$ cat src/rtl/wdt_pkg.sv
// Package: register offsets and constants shared by the watchdog modules.
// Assumes a 12-bit byte offset space and 32-bit data.
package wdt_pkg;
    localparam int AW = 12;
    localparam logic [AW-1:0] OFS_LOAD  = 12'h000;
    localparam logic [AW-1:0] OFS_COUNT = 12'h004;
    localparam logic [AW-1:0] OFS_CTRL  = 12'h008;
    localparam logic [AW-1:0] OFS_CLEAR = 12'h00C;
    localparam logic [AW-1:0] OFS_RAW   = 12'h010;
    localparam logic [AW-1:0] OFS_MASK  = 12'h014;
    localparam logic [AW-1:0] OFS_LOCK  = 12'hC00;
    localparam logic [31:0]   UNLOCK_KEY = 32'h1ACC_E551;
endpackage

$ cat src/rtl/wdt_regfile.sv
// Register file: APB decode, lock, control and load registers, read mux.
// Assumes a zero-wait-state APB (writes commit in the access phase).
// STICKY selects the variant whose control register freezes once enabled.
module wdt_regfile #(
    parameter int DW     = 32,
    parameter bit STICKY = 1'b0
) (
    input  logic                 clk,
    input  logic                 rst_n,
    input  logic                 psel,
    input  logic                 penable,
    input  logic                 pwrite,
    input  logic [wdt_pkg::AW-1:0] paddr,
    input  logic [DW-1:0]        pwdata,
    output logic [DW-1:0]        prdata,
    input  logic [DW-1:0]        cnt,
    input  logic                 ris,
    output logic [DW-1:0]        load_q,
    output logic                 run_en,
    output logic                 rst_en,
    output logic                 load_wr,
    output logic                 clr_req,
    output logic                 reload_req
);
    import wdt_pkg::*;

    logic locked_q;
    logic wr_acc;
    logic ctrl_wr;
    logic ctrl_wr_ok;

    assign wr_acc  = psel & penable & pwrite;
    assign load_wr = wr_acc & ~locked_q & (paddr == OFS_LOAD);
    assign clr_req = wr_acc & ~locked_q & (paddr == OFS_CLEAR);
    assign ctrl_wr = wr_acc & ~locked_q & (paddr == OFS_CTRL);

    // Variant select: the sticky build refuses control writes once running.
    generate
        if (STICKY) begin : g_sticky
            assign ctrl_wr_ok = ctrl_wr & ~run_en;
        end else begin : g_plain
            assign ctrl_wr_ok = ctrl_wr;
        end
    endgenerate

    // An accepted 0->1 enable write asks the counter to reload.
    assign reload_req = ctrl_wr_ok & pwdata[0] & ~run_en;

    // Lock register: the key unlocks it, any other value relocks it.
    always_ff @(posedge clk) begin
        if (!rst_n)
            locked_q <= 1'b1;
        else if (wr_acc && paddr == OFS_LOCK)
            locked_q <= (pwdata != DW'(UNLOCK_KEY));
    end

    // Load register: holds the reload value.
    always_ff @(posedge clk) begin
        if (!rst_n)
            load_q <= '1;
        else if (load_wr)
            load_q <= pwdata;
    end

    // Control register: bit 0 is run/interrupt enable, bit 1 is reset-request enable.
    always_ff @(posedge clk) begin
        if (!rst_n) begin
            run_en <= 1'b0;
            rst_en <= 1'b0;
        end else if (ctrl_wr_ok) begin
            run_en <= pwdata[0];
            rst_en <= pwdata[1];
        end
    end

    // Read mux: unmapped offsets return zero.
    always_comb begin
        prdata = '0;
        case (paddr)
            OFS_LOAD:  prdata = load_q;
            OFS_COUNT: prdata = cnt;
            OFS_CTRL:  prdata = {{(DW-2){1'b0}}, rst_en, run_en};
            OFS_RAW:   prdata = {{(DW-1){1'b0}}, ris};
            OFS_MASK:  prdata = {{(DW-1){1'b0}}, ris & run_en};
            OFS_LOCK:  prdata = {{(DW-1){1'b0}}, locked_q};
            default:   prdata = '0;
        endcase
    end

    // a locked load write leaves the load register untouched.
    assert_locked_load_R2: assert property (@(posedge clk) disable iff (!rst_n)
        (locked_q && wr_acc && paddr == OFS_LOAD) |=> $stable(load_q));

    generate
        if (STICKY) begin : g_sticky_chk
            // once set, the enable stays set until reset.
            assert_enable_sticks_R10: assert property (@(posedge clk) disable iff (!rst_n)
                run_en |=> run_en);
        end
    endgenerate
endmodule

$ cat src/rtl/wdt_core.sv
// Counter core: down-counter, raw interrupt flag and reset-request pulse.
// Priority per cycle: load write, then clear, then enable reload, then tick.
module wdt_core #(
    parameter int DW = 32
) (
    input  logic          clk,
    input  logic          rst_n,
    input  logic          tick_en,
    input  logic          run_en,
    input  logic          rst_en,
    input  logic [DW-1:0] load_val,
    input  logic [DW-1:0] wdata,
    input  logic          load_wr,
    input  logic          clr_req,
    input  logic          reload_req,
    output logic [DW-1:0] cnt,
    output logic          ris,
    output logic          rst_req
);
    localparam logic [DW-1:0] ONE = DW'(1);

    logic any_wr;
    logic step;
    logic hit_zero;

    assign any_wr   = load_wr | clr_req | reload_req;
    assign step     = run_en & tick_en & ~any_wr;
    assign hit_zero = step & (cnt == ONE);

    // Count register: loads, reloads, or steps down on a tick.
    always_ff @(posedge clk) begin
        if (!rst_n)
            cnt <= '1;
        else if (load_wr)
            cnt <= wdata;
        else if (clr_req || reload_req)
            cnt <= load_val;
        else if (step)
            cnt <= (cnt == '0) ? load_val : cnt - ONE;
    end

    // Raw interrupt flag: set on reaching zero, cleared by the clear write.
    always_ff @(posedge clk) begin
        if (!rst_n)
            ris <= 1'b0;
        else if (clr_req)
            ris <= 1'b0;
        else if (hit_zero)
            ris <= 1'b1;
    end

    // Reset request: one cycle when zero is reached with the flag already pending.
    always_ff @(posedge clk) begin
        if (!rst_n)
            rst_req <= 1'b0;
        else
            rst_req <= hit_zero & ris & rst_en;
    end

    // with counting off and no writes, the count holds.
    assert_hold_R3: assert property (@(posedge clk) disable iff (!rst_n)
        (!run_en && !any_wr) |=> $stable(cnt));
    // a tick on a nonzero count drops it by one.
    assert_step_R3: assert property (@(posedge clk) disable iff (!rst_n)
        (step && cnt != '0) |=> (cnt == $past(cnt) - ONE));
    // stepping to zero raises the raw flag.
    assert_flag_R5: assert property (@(posedge clk) disable iff (!rst_n)
        hit_zero |=> (ris && cnt == '0));
    // the clear write drops the flag and reloads.
    assert_clear_R6: assert property (@(posedge clk) disable iff (!rst_n)
        (clr_req && !load_wr) |=> (!ris && cnt == $past(load_val)));
    // the reset request lasts a single cycle.
    assert_pulse_R9: assert property (@(posedge clk) disable iff (!rst_n)
        rst_req |=> !rst_req);
endmodule

$ cat src/rtl/wdt_apb.sv
// Top: APB watchdog timer. Joins the register file and counter core.
// Assumes tick_en is synchronous to clk; always zero wait states.
module wdt_apb #(
    parameter int DW     = 32,
    parameter bit STICKY = 1'b0
) (
    input  logic          clk,
    input  logic          rst_n,
    input  logic          psel,
    input  logic          penable,
    input  logic          pwrite,
    input  logic [11:0]   paddr,
    input  logic [DW-1:0] pwdata,
    output logic [DW-1:0] prdata,
    output logic          pready,
    output logic          pslverr,
    input  logic          tick_en,
    output logic          irq,
    output logic          rst_req
);
    logic [DW-1:0] cnt, load_q;
    logic ris, run_en, rst_en, load_wr, clr_req, reload_req;

    assign pready  = 1'b1;
    assign pslverr = 1'b0;
    assign irq     = ris & run_en;

    wdt_regfile #(.DW(DW), .STICKY(STICKY)) u_regs (
        .clk(clk), .rst_n(rst_n), .psel(psel), .penable(penable), .pwrite(pwrite),
        .paddr(paddr), .pwdata(pwdata), .prdata(prdata), .cnt(cnt), .ris(ris),
        .load_q(load_q), .run_en(run_en), .rst_en(rst_en), .load_wr(load_wr),
        .clr_req(clr_req), .reload_req(reload_req)
    );

    wdt_core #(.DW(DW)) u_core (
        .clk(clk), .rst_n(rst_n), .tick_en(tick_en), .run_en(run_en), .rst_en(rst_en),
        .load_val(load_q), .wdata(pwdata), .load_wr(load_wr), .clr_req(clr_req),
        .reload_req(reload_req), .cnt(cnt), .ris(ris), .rst_req(rst_req)
    );

    // the interrupt output never shows while counting is disabled.
    assert_irq_mask_R8: assert property (@(posedge clk) disable iff (!rst_n)
        irq |-> run_en);
    // a reset request only follows a pending interrupt.
    assert_req_pending_R9: assert property (@(posedge clk) disable iff (!rst_n)
        rst_req |-> ris);
endmodule

$ cat config.mk
export PLATFORM = sky130hd
export DESIGN_NAME = wdt_apb
export DESIGN_NICKNAME = d
export VERILOG_FILES = /design/src/rtl/wdt_pkg.sv /design/src/rtl/wdt_regfile.sv /design/src/rtl/wdt_core.sv /design/src/rtl/wdt_apb.sv
export SDC_FILE = /design/constraint.sdc
export NUM_CORES = 1
export LEC_CHECK = 0
export ABC_AREA = 1
export BUFFER_PORTS_ARGS = -buffer_cell sky130_fd_sc_hd__buf_2
export CAP_MARGIN = 20
export CORE_ASPECT_RATIO = 0.7
export CORE_MARGIN = 1
export CORE_UTILIZATION = 27
export CTS_BUF_LIST = sky130_fd_sc_hd__clkbuf_16
export CTS_CLUSTER_DIAMETER = 30
export DETAILED_ROUTE_END_ITERATION = 7
export GPL_TIMING_DRIVEN = 0
export PLACE_DENSITY = 0.47
export SETUP_SLACK_MARGIN = 0.1
export SLEW_MARGIN = 5
export SYNTH_ARGS = -nofsm -noshare
export SYNTH_HDL_FRONTEND = slang
export SYNTH_HIERARCHICAL = 1
export SYNTH_SLANG_ARGS = --single-unit
$ cat constraint.sdc
create_clock -name clk -period 3.15 [get_ports clk]
set_input_delay 0.63 -clock clk [delete_from_list [all_inputs] [get_ports clk]]
set_output_delay 0.63 -clock clk [all_outputs]
set_load 0.005 [all_outputs]
==> results.json, run 1 <==
{
  "status": "complete, but fails checks",
  "failed_checks": "DRC",
  "syn_to_final_growth_pct": 20.5,
  "setup_total_negative_slack_ps": 0,
  "cap_violations": 0,
  "place.gp.congestion": 0.984,
  "detailedPlacementHpwl_um": 15800,
  "numCtsBuffers": 9,
  "synthesis.instances": 898,
  "final_period_minus_worst_setup_slack_ps": 2700,
  "grt_util_all_layers_pct": 21.9,
  "postLayoutCellArea_um2": 6090,
  "wl_per_cell_um": 16.3,
  "ys.warnings.count": 6,
  "final.setup_skew_ps": 9.89,
  "design.core.area_um2": 18200,
  "antenna-diode-count": 0,
  "cts_tree": "done",
  "setup_violations": 0,
  "detail_route.iter0.violations": 467,
  "worstSetupPathType": "primary input to register",
  "route.antenna.remaining_nets": 0,
  "path_category_of_the_worst_min_delay_check": "register to register",
  "pwr_density_cell_nw_per_um2": 346,
  "synth_nets": 950,
  "routed_wirelength_um": 20000,
  "placementRows": 41,
  "synth_cell_type_count": 32,
  "average_size_of_a_mapped_cell_um2": 5.63,
  "grt_setup_unrepaired": "false",
  "largest_net_degree_at_the_start_of_global_routing": 14,
  "initial_utilization_pct": 27.8,
  "worstPathMaxFanout": 16,
  "routed_via_density": 4.70,
  "vdd_drop_max_mv": 0.186,
  "count_of_endpoints_failing_hold_in_the_final_timing_report": 0,
  "clk_latency_ps": 350,
  "worstSetupEndpointType": "register",
  "mappedNetlistArea_um2": 5050,
  "globalRouteOverflowTotal": 0,
  "clkSinkCount": 69,
  "ctsRootBufferMaster": "sky130_fd_sc_hd__clkbuf_16",
  "worst_setup_path_start_kind": "primary input",
  "die_ht_um": 116,
  "first_pass_iters": 7,
  "ioPinCount": 86,
  "cts.repair_timing.setup_buffer_count": 0,
  "drv_slew": 0,
  "tightest_slew_ps": 742,
  "synth_sequential_area_ratio_pct": 27.3,
  "dieArea_um2": 19300,
  "first_global_vias": 5273,
  "post_dp_cell_area_um2": 5770,
  "power.static_leakage_nw": 3.47,
  "antenna_found_initial": 0,
  "global_route_wire_length_before_repair_um": 31000,
  "die_x_um": 166,
  "worst_setup_hold_path_clk_slew_ps": 70,
  "critical_path_required_time_ps": 3350,
  "timing.final.crit_share_pct": 85.7,
  "post_cts_resize_count": 3,
  "ctsHtreeMaxLevel": 3,
  "via_count": 5794,
  "timing.fmax_mhz": 371,
  "fin_nets": 1043,
  "synth_seq_cells": 69,
  "cts_hold_repair.buffers": 0,
  "max-slew-margin-rel_pct": 50.5,
  "port-buffer-count": 83,
  "timing.critical_path.arrival_ps": 2900,
  "ctsLongestPathBuffers": 2,
  "drive_above_1_share_pct": 15.3,
  "drcViolationCount": 4
}
metrics by stage:
stage          total power [W]  hold WS [ps]  std cells  setup slack (ps)  util (%)
6_report               0.00211           503       1232               452      33.5
5_1_grt                0.00218           514       1232               229      33.5
4_1_cts                0.00213           499       1233              90.6      33.5
3_5_place_dp          0.000989           488       1217              -520      31.7
3_3_place_gp          0.000989           486       1217              -554      31.7
2_1_floorplan         0.000925           455        898               724         -
registers in the layout, summed over array words and instances (netlist names):
register and flops:
u_core/ris 1, u_core/rst_req 1, u_regs/locked_q 1, u_core/cnt 32, u_regs/rst_en 1, u_regs/load_q 32, u_regs/run_en 1
layout by cell type, fill, tap and decap left out, types with 4 or more instances in the layout:
cell                        count
sky130_fd_sc_hd__nand3_1       78
sky130_fd_sc_hd__buf_2         97
sky130_fd_sc_hd__o21ai_0       59
sky130_fd_sc_hd__clkbuf_1      11
sky130_fd_sc_hd__nor2_1        86
sky130_fd_sc_hd__nand2_2        8
sky130_fd_sc_hd__inv_1        115
sky130_fd_sc_hd__buf_6          7
sky130_fd_sc_hd__clkbuf_16      9
sky130_fd_sc_hd__nor3_1         4
sky130_fd_sc_hd__dfxtp_1       69
sky130_fd_sc_hd__a21oi_1       16
sky130_fd_sc_hd__nor2_4         4
sky130_fd_sc_hd__nand2_1      362
sky130_fd_sc_hd__o211ai_1      12
sky130_fd_sc_hd__nor2_2         6
sky130_fd_sc_hd__xor2_1        15
sky130_fd_sc_hd__nand4_1        6
synthesized netlist by cell type:
cell                       instances  share of area, %
sky130_fd_sc_hd__a21boi_0          1              0.15
sky130_fd_sc_hd__a21o_1            1              0.15
sky130_fd_sc_hd__a21oi_1          16               1.6
sky130_fd_sc_hd__and2_0            1              0.12
sky130_fd_sc_hd__buf_2            14               1.4
sky130_fd_sc_hd__buf_4             3              0.45
sky130_fd_sc_hd__buf_6             7               1.6
sky130_fd_sc_hd__clkbuf_1         15               1.1
sky130_fd_sc_hd__clkinv_2          1             0.099
sky130_fd_sc_hd__conb_1            2              0.15
sky130_fd_sc_hd__dfxtp_1          69                27
sky130_fd_sc_hd__ha_1              2              0.49
sky130_fd_sc_hd__inv_1           115               8.5
sky130_fd_sc_hd__inv_2             2              0.15
sky130_fd_sc_hd__nand2_1         362                27
sky130_fd_sc_hd__nand2_2           8              0.99
sky130_fd_sc_hd__nand2_4           1              0.22
sky130_fd_sc_hd__nand3_1          78               7.7
sky130_fd_sc_hd__nand3_2           1              0.20
sky130_fd_sc_hd__nand3_4           1              0.35
sky130_fd_sc_hd__nand3b_1          2              0.30
sky130_fd_sc_hd__nand4_1           6              0.74
sky130_fd_sc_hd__nor2_1           87               6.5
sky130_fd_sc_hd__nor2_2            5              0.62
sky130_fd_sc_hd__nor2_4            4              0.89
sky130_fd_sc_hd__nor3_1            4              0.40
sky130_fd_sc_hd__nor3_2            1              0.20
sky130_fd_sc_hd__nor4_1            1              0.12
sky130_fd_sc_hd__o211ai_1         12               1.8
sky130_fd_sc_hd__o21ai_0          60               5.9
sky130_fd_sc_hd__o21ai_4           1              0.32
sky130_fd_sc_hd__xor2_1           15               2.6
logic make-up after synthesis:
kind of cell	synth area share [%]
flops	27.3
fa+ha+maj	0.495
compound gates	9.93
other cells	0.149
simple gates	46.2
buf+inv	13.3
xor+xnor	2.60
per-layer routing:
metal / track usage [%] / routed length (um) / up-vias
met3: 4.40 / 1650 / 12
met4: 5.27 / 197 / 0
met1: 34.8 / 10700 / 2612
met2: 29.1 / 7470 / 221
li1: - / - / 2949
met5: 0 / 0 / -
critical path, cell delays in order:
cell                       delay, ps
sky130_fd_sc_hd__buf_2           130
sky130_fd_sc_hd__nor2_1           60
sky130_fd_sc_hd__nand2_1         150
sky130_fd_sc_hd__nor2_4           70
sky130_fd_sc_hd__nand3_4          90
sky130_fd_sc_hd__clkinv_2        140
sky130_fd_sc_hd__buf_6           200
sky130_fd_sc_hd__inv_1           150
sky130_fd_sc_hd__nand2_1          90
sky130_fd_sc_hd__nor2_2          270
sky130_fd_sc_hd__inv_1           150
sky130_fd_sc_hd__clkbuf_2        250
sky130_fd_sc_hd__o21ai_1         280
sky130_fd_sc_hd__inv_1            80
sky130_fd_sc_hd__nand2_1          80
sky130_fd_sc_hd__nand3_1          60
layout make-up:
cell class | instances | area [um2]
plain buffers | 38 | 228
clock buffers | 9 | 225
clock inverters | 7 | 97.6
fillers | 2150 | 12100
inverters | 118 | 444
multi-input cells | 672 | 3000
flip-flops and latches | 69 | 1380
well taps | 236 | 295
repair buffers | 83 | 415
path summary, 6_finish.rpt:
path                      from                 to  slack, ps  cells past startpoint
min          u_regs/load_q[26]  u_regs/load_q[26]        500                      2
max                   paddr[3]     u_core/cnt[21]        450                     16
min reg2reg  u_regs/load_q[26]  u_regs/load_q[26]        500                      2
max reg2reg    u_regs/locked_q     u_core/cnt[21]        650                     13
report_power, final:
part           leakage, nW  internal (W)    switching, W
Combinational         2.76     0.0000341       0.0000627
Sequential           0.558      0.000872  0.000000000624
Clock                0.152      0.000698        0.000439
Total                 3.47       0.00160        0.000502
Note: power is estimated with default switching activity, not from simulation.
==> run 2: changes to the inputs <==
Settings changed: REMOVE_ABC_BUFFERS from default to 1.
==> results.json, run 2 (synthesized netlist as in run 1, its figures left out) <==
{
  "timing.final.crit_share_pct": 89.1,
  "crit_path_max_incr_delay_ps": 420,
  "buffers_plus_inverters_on_the_worst_setup_path": 3,
  "critical_path.top_delay_family": "simple AND/OR/NAND/NOR gates",
  "antenna-diode-count": 0,
  "final.hold.worst_slack_ps": 497,
  "worstSetupEndpointType": "output pin",
  "clk_latency_ps": 330,
  "ctsLongestPathBuffers": 2,
  "sequential_cell_area_in_the_final_layout_um2": 1380,
  "first_global_vias": 5034,
  "count_of_endpoints_failing_hold_in_the_final_timing_report": 0,
  "largest_net_degree_at_the_start_of_global_routing": 70,
  "worstPathCellList": "buf_2 -> nor2_2 -> nand2_1 -> nor2_4 -> nand2_1 -> clkinv_2 -> nand2_1 -> nand2_1 -> buf_2",
  "status": "complete, but fails checks",
  "dieArea_um2": 19300,
  "routed_via_density": 4.58,
  "drive_above_1_share_pct": 13.8,
  "path_category_of_the_worst_min_delay_check": "register to register",
  "die_x_um": 166,
  "globalRouteOverflowTotal": 0,
  "ioPinCount": 86,
  "routed_wirelength_um": 17000,
  "tightest_slew_ps": 892,
  "initial_utilization_pct": 27.8,
  "power.static_leakage_nw": 3.38,
  "max-slew-margin-rel_pct": 40.5,
  "fill_cells": 2133,
  "first_pass_iters": 7,
  "die_ht_um": 116,
  "clkSinkCount": 69,
  "timing.fmax_mhz": 356,
  "worstPathMaxFanout": 31,
  "layout.cells.most_common_list": "sky130_fd_sc_hd__nand2_1, sky130_fd_sc_hd__inv_1, sky130_fd_sc_hd__nor2_1",
  "syn_to_final_growth_pct": 18.0,
  "ctsHtreeMaxLevel": 3,
  "setup_violations": 0,
  "final.setup_skew_ps": 9.99,
  "worstSetupPathType": "primary input to output pin",
  "critical_path_required_time_ps": 2520,
  "timing.critical_path.arrival_ps": 2180,
  "area_occupied_by_multi_input_gates_um2": 3020,
  "grt_setup_unrepaired": "false",
  "final_common_cell": "sky130_fd_sc_hd__nand2_1",
  "antenna_found_initial": 0,
  "wl_per_cell_um": 14.1,
  "detail_route.iter0.violations": 416,
  "port-buffer-count": 83,
  "placementRows": 41,
  "ctsRootBufferMaster": "sky130_fd_sc_hd__clkbuf_16",
  "failed_checks": "DRC",
  "route.antenna.remaining_nets": 0,
  "final_period_minus_worst_setup_slack_ps": 2810,
  "grt_util_all_layers_pct": 18.5,
  "global_route_wire_length_before_repair_um": 27300,
  "drcViolationCount": 6,
  "place.gp.congestion": 0.860,
  "cts_tree": "done",
  "largest_registers": "u_core/cnt: 32 flops, u_regs/load_q: 32 flops",
  "vdd_drop_max_mv": 0.186,
  "via_count": 5511,
  "finalNonFillerCells": 1203,
  "drv_slew": 0,
  "detailedPlacementHpwl_um": 11600,
  "critical_path.most_common_cell": "sky130_fd_sc_hd__nand2_1",
  "fin_nets": 1014,
  "numCtsBuffers": 9,
  "worst_path_max_delay_cell": "sky130_fd_sc_hd__clkinv_2",
  "worst_setup_path_start_kind": "primary input",
  "cap_violations": 0,
  "worst_setup_hold_path_clk_slew_ps": 60,
  "design.core.area_um2": 18200,
  "pwr_density_cell_nw_per_um2": 314,
  "place.detailed.instances": 1182
}
-- run 2: worst reg2reg max path: stages (launching register included) --
cell and delay, ps:
sky130_fd_sc_hd__dfxtp_1 340, sky130_fd_sc_hd__nor2_2 400, sky130_fd_sc_hd__nand3_4 280, sky130_fd_sc_hd__clkinv_16 220, sky130_fd_sc_hd__clkinvlp_4 220, sky130_fd_sc_hd__buf_16 190, sky130_fd_sc_hd__nand2_1 100, sky130_fd_sc_hd__nor2_2 80
sky130_fd_sc_hd__buf_6 160, sky130_fd_sc_hd__clkinv_8 190, sky130_fd_sc_hd__o21ai_0 130, sky130_fd_sc_hd__a21o_1 200, sky130_fd_sc_hd__nand2_1 60
-- run 2: power breakdown --
part / total [W] / switching, W / internal, W
Sequential: 0.000873 / 0.000000000765 / 0.000873
Clock: 0.000916 / 0.000394 / 0.000522
Combinational: 0.0000867 / 0.0000556 / 0.0000311
Total: 0.00187 / 0.000450 / 0.00143
-- run 2: repair_timing --
action                                  CTS  global route
pin swaps                                 1             1
buffers inserted                          2             2
gates resized for setup                   5             6
hold buffers                              0             0
endpoints found under the setup margin   32            59
cloned                                    1             0
-- run 2: per-layer routing --
metal / share of wire [%] / wire length (um) / global-route usage, %
met1: 54 / 9150 / 28.4
met5: 0 / 0 / 0
met3: 5.2 / 892 / 2.77
met4: 0.63 / 107 / 3.45
met2: 40 / 6860 / 27.1
-- run 2: area by class of cell --
type	instances	share of cell area [%]
clock buffer	9	3.78
timing repair buffer	91	8.75
multi-input combinational	673	50.6
tap	236	4.95
sequential	69	23.2
clock inverter	7	0.587
inverter	118	8.16
-- run 2: through the flow --
step	setup slack, ps	cell area (um2)	TNS, ps	total power, W	utilization, %
5_1_grt	117	5970	0	0.00195	32.9
3_3_place_gp	-3260	5540	-125800	0.000978	30.5
2_1_floorplan	-725	4830	-22520	0.000913	-
6_report	344	5970	0	0.00188	32.9
4_1_cts	127	5930	0	0.00191	32.6
3_5_place_dp	-1730	5620	-52550	0.000979	30.9
-- run 2: path summary, 6_finish.rpt --
| path | from | endpoint | slack [ps] | cells past startpoint |
|---|---|---|---|---|
| max | paddr[1] | prdata[13] | 340 | 9 |
| min | u_regs/load_q[28] | u_regs/load_q[28] | 500 | 2 |
| max reg2reg | u_regs/locked_q | u_core/cnt[17] | 530 | 12 |
| min reg2reg | u_regs/load_q[28] | u_regs/load_q[28] | 500 | 2 |
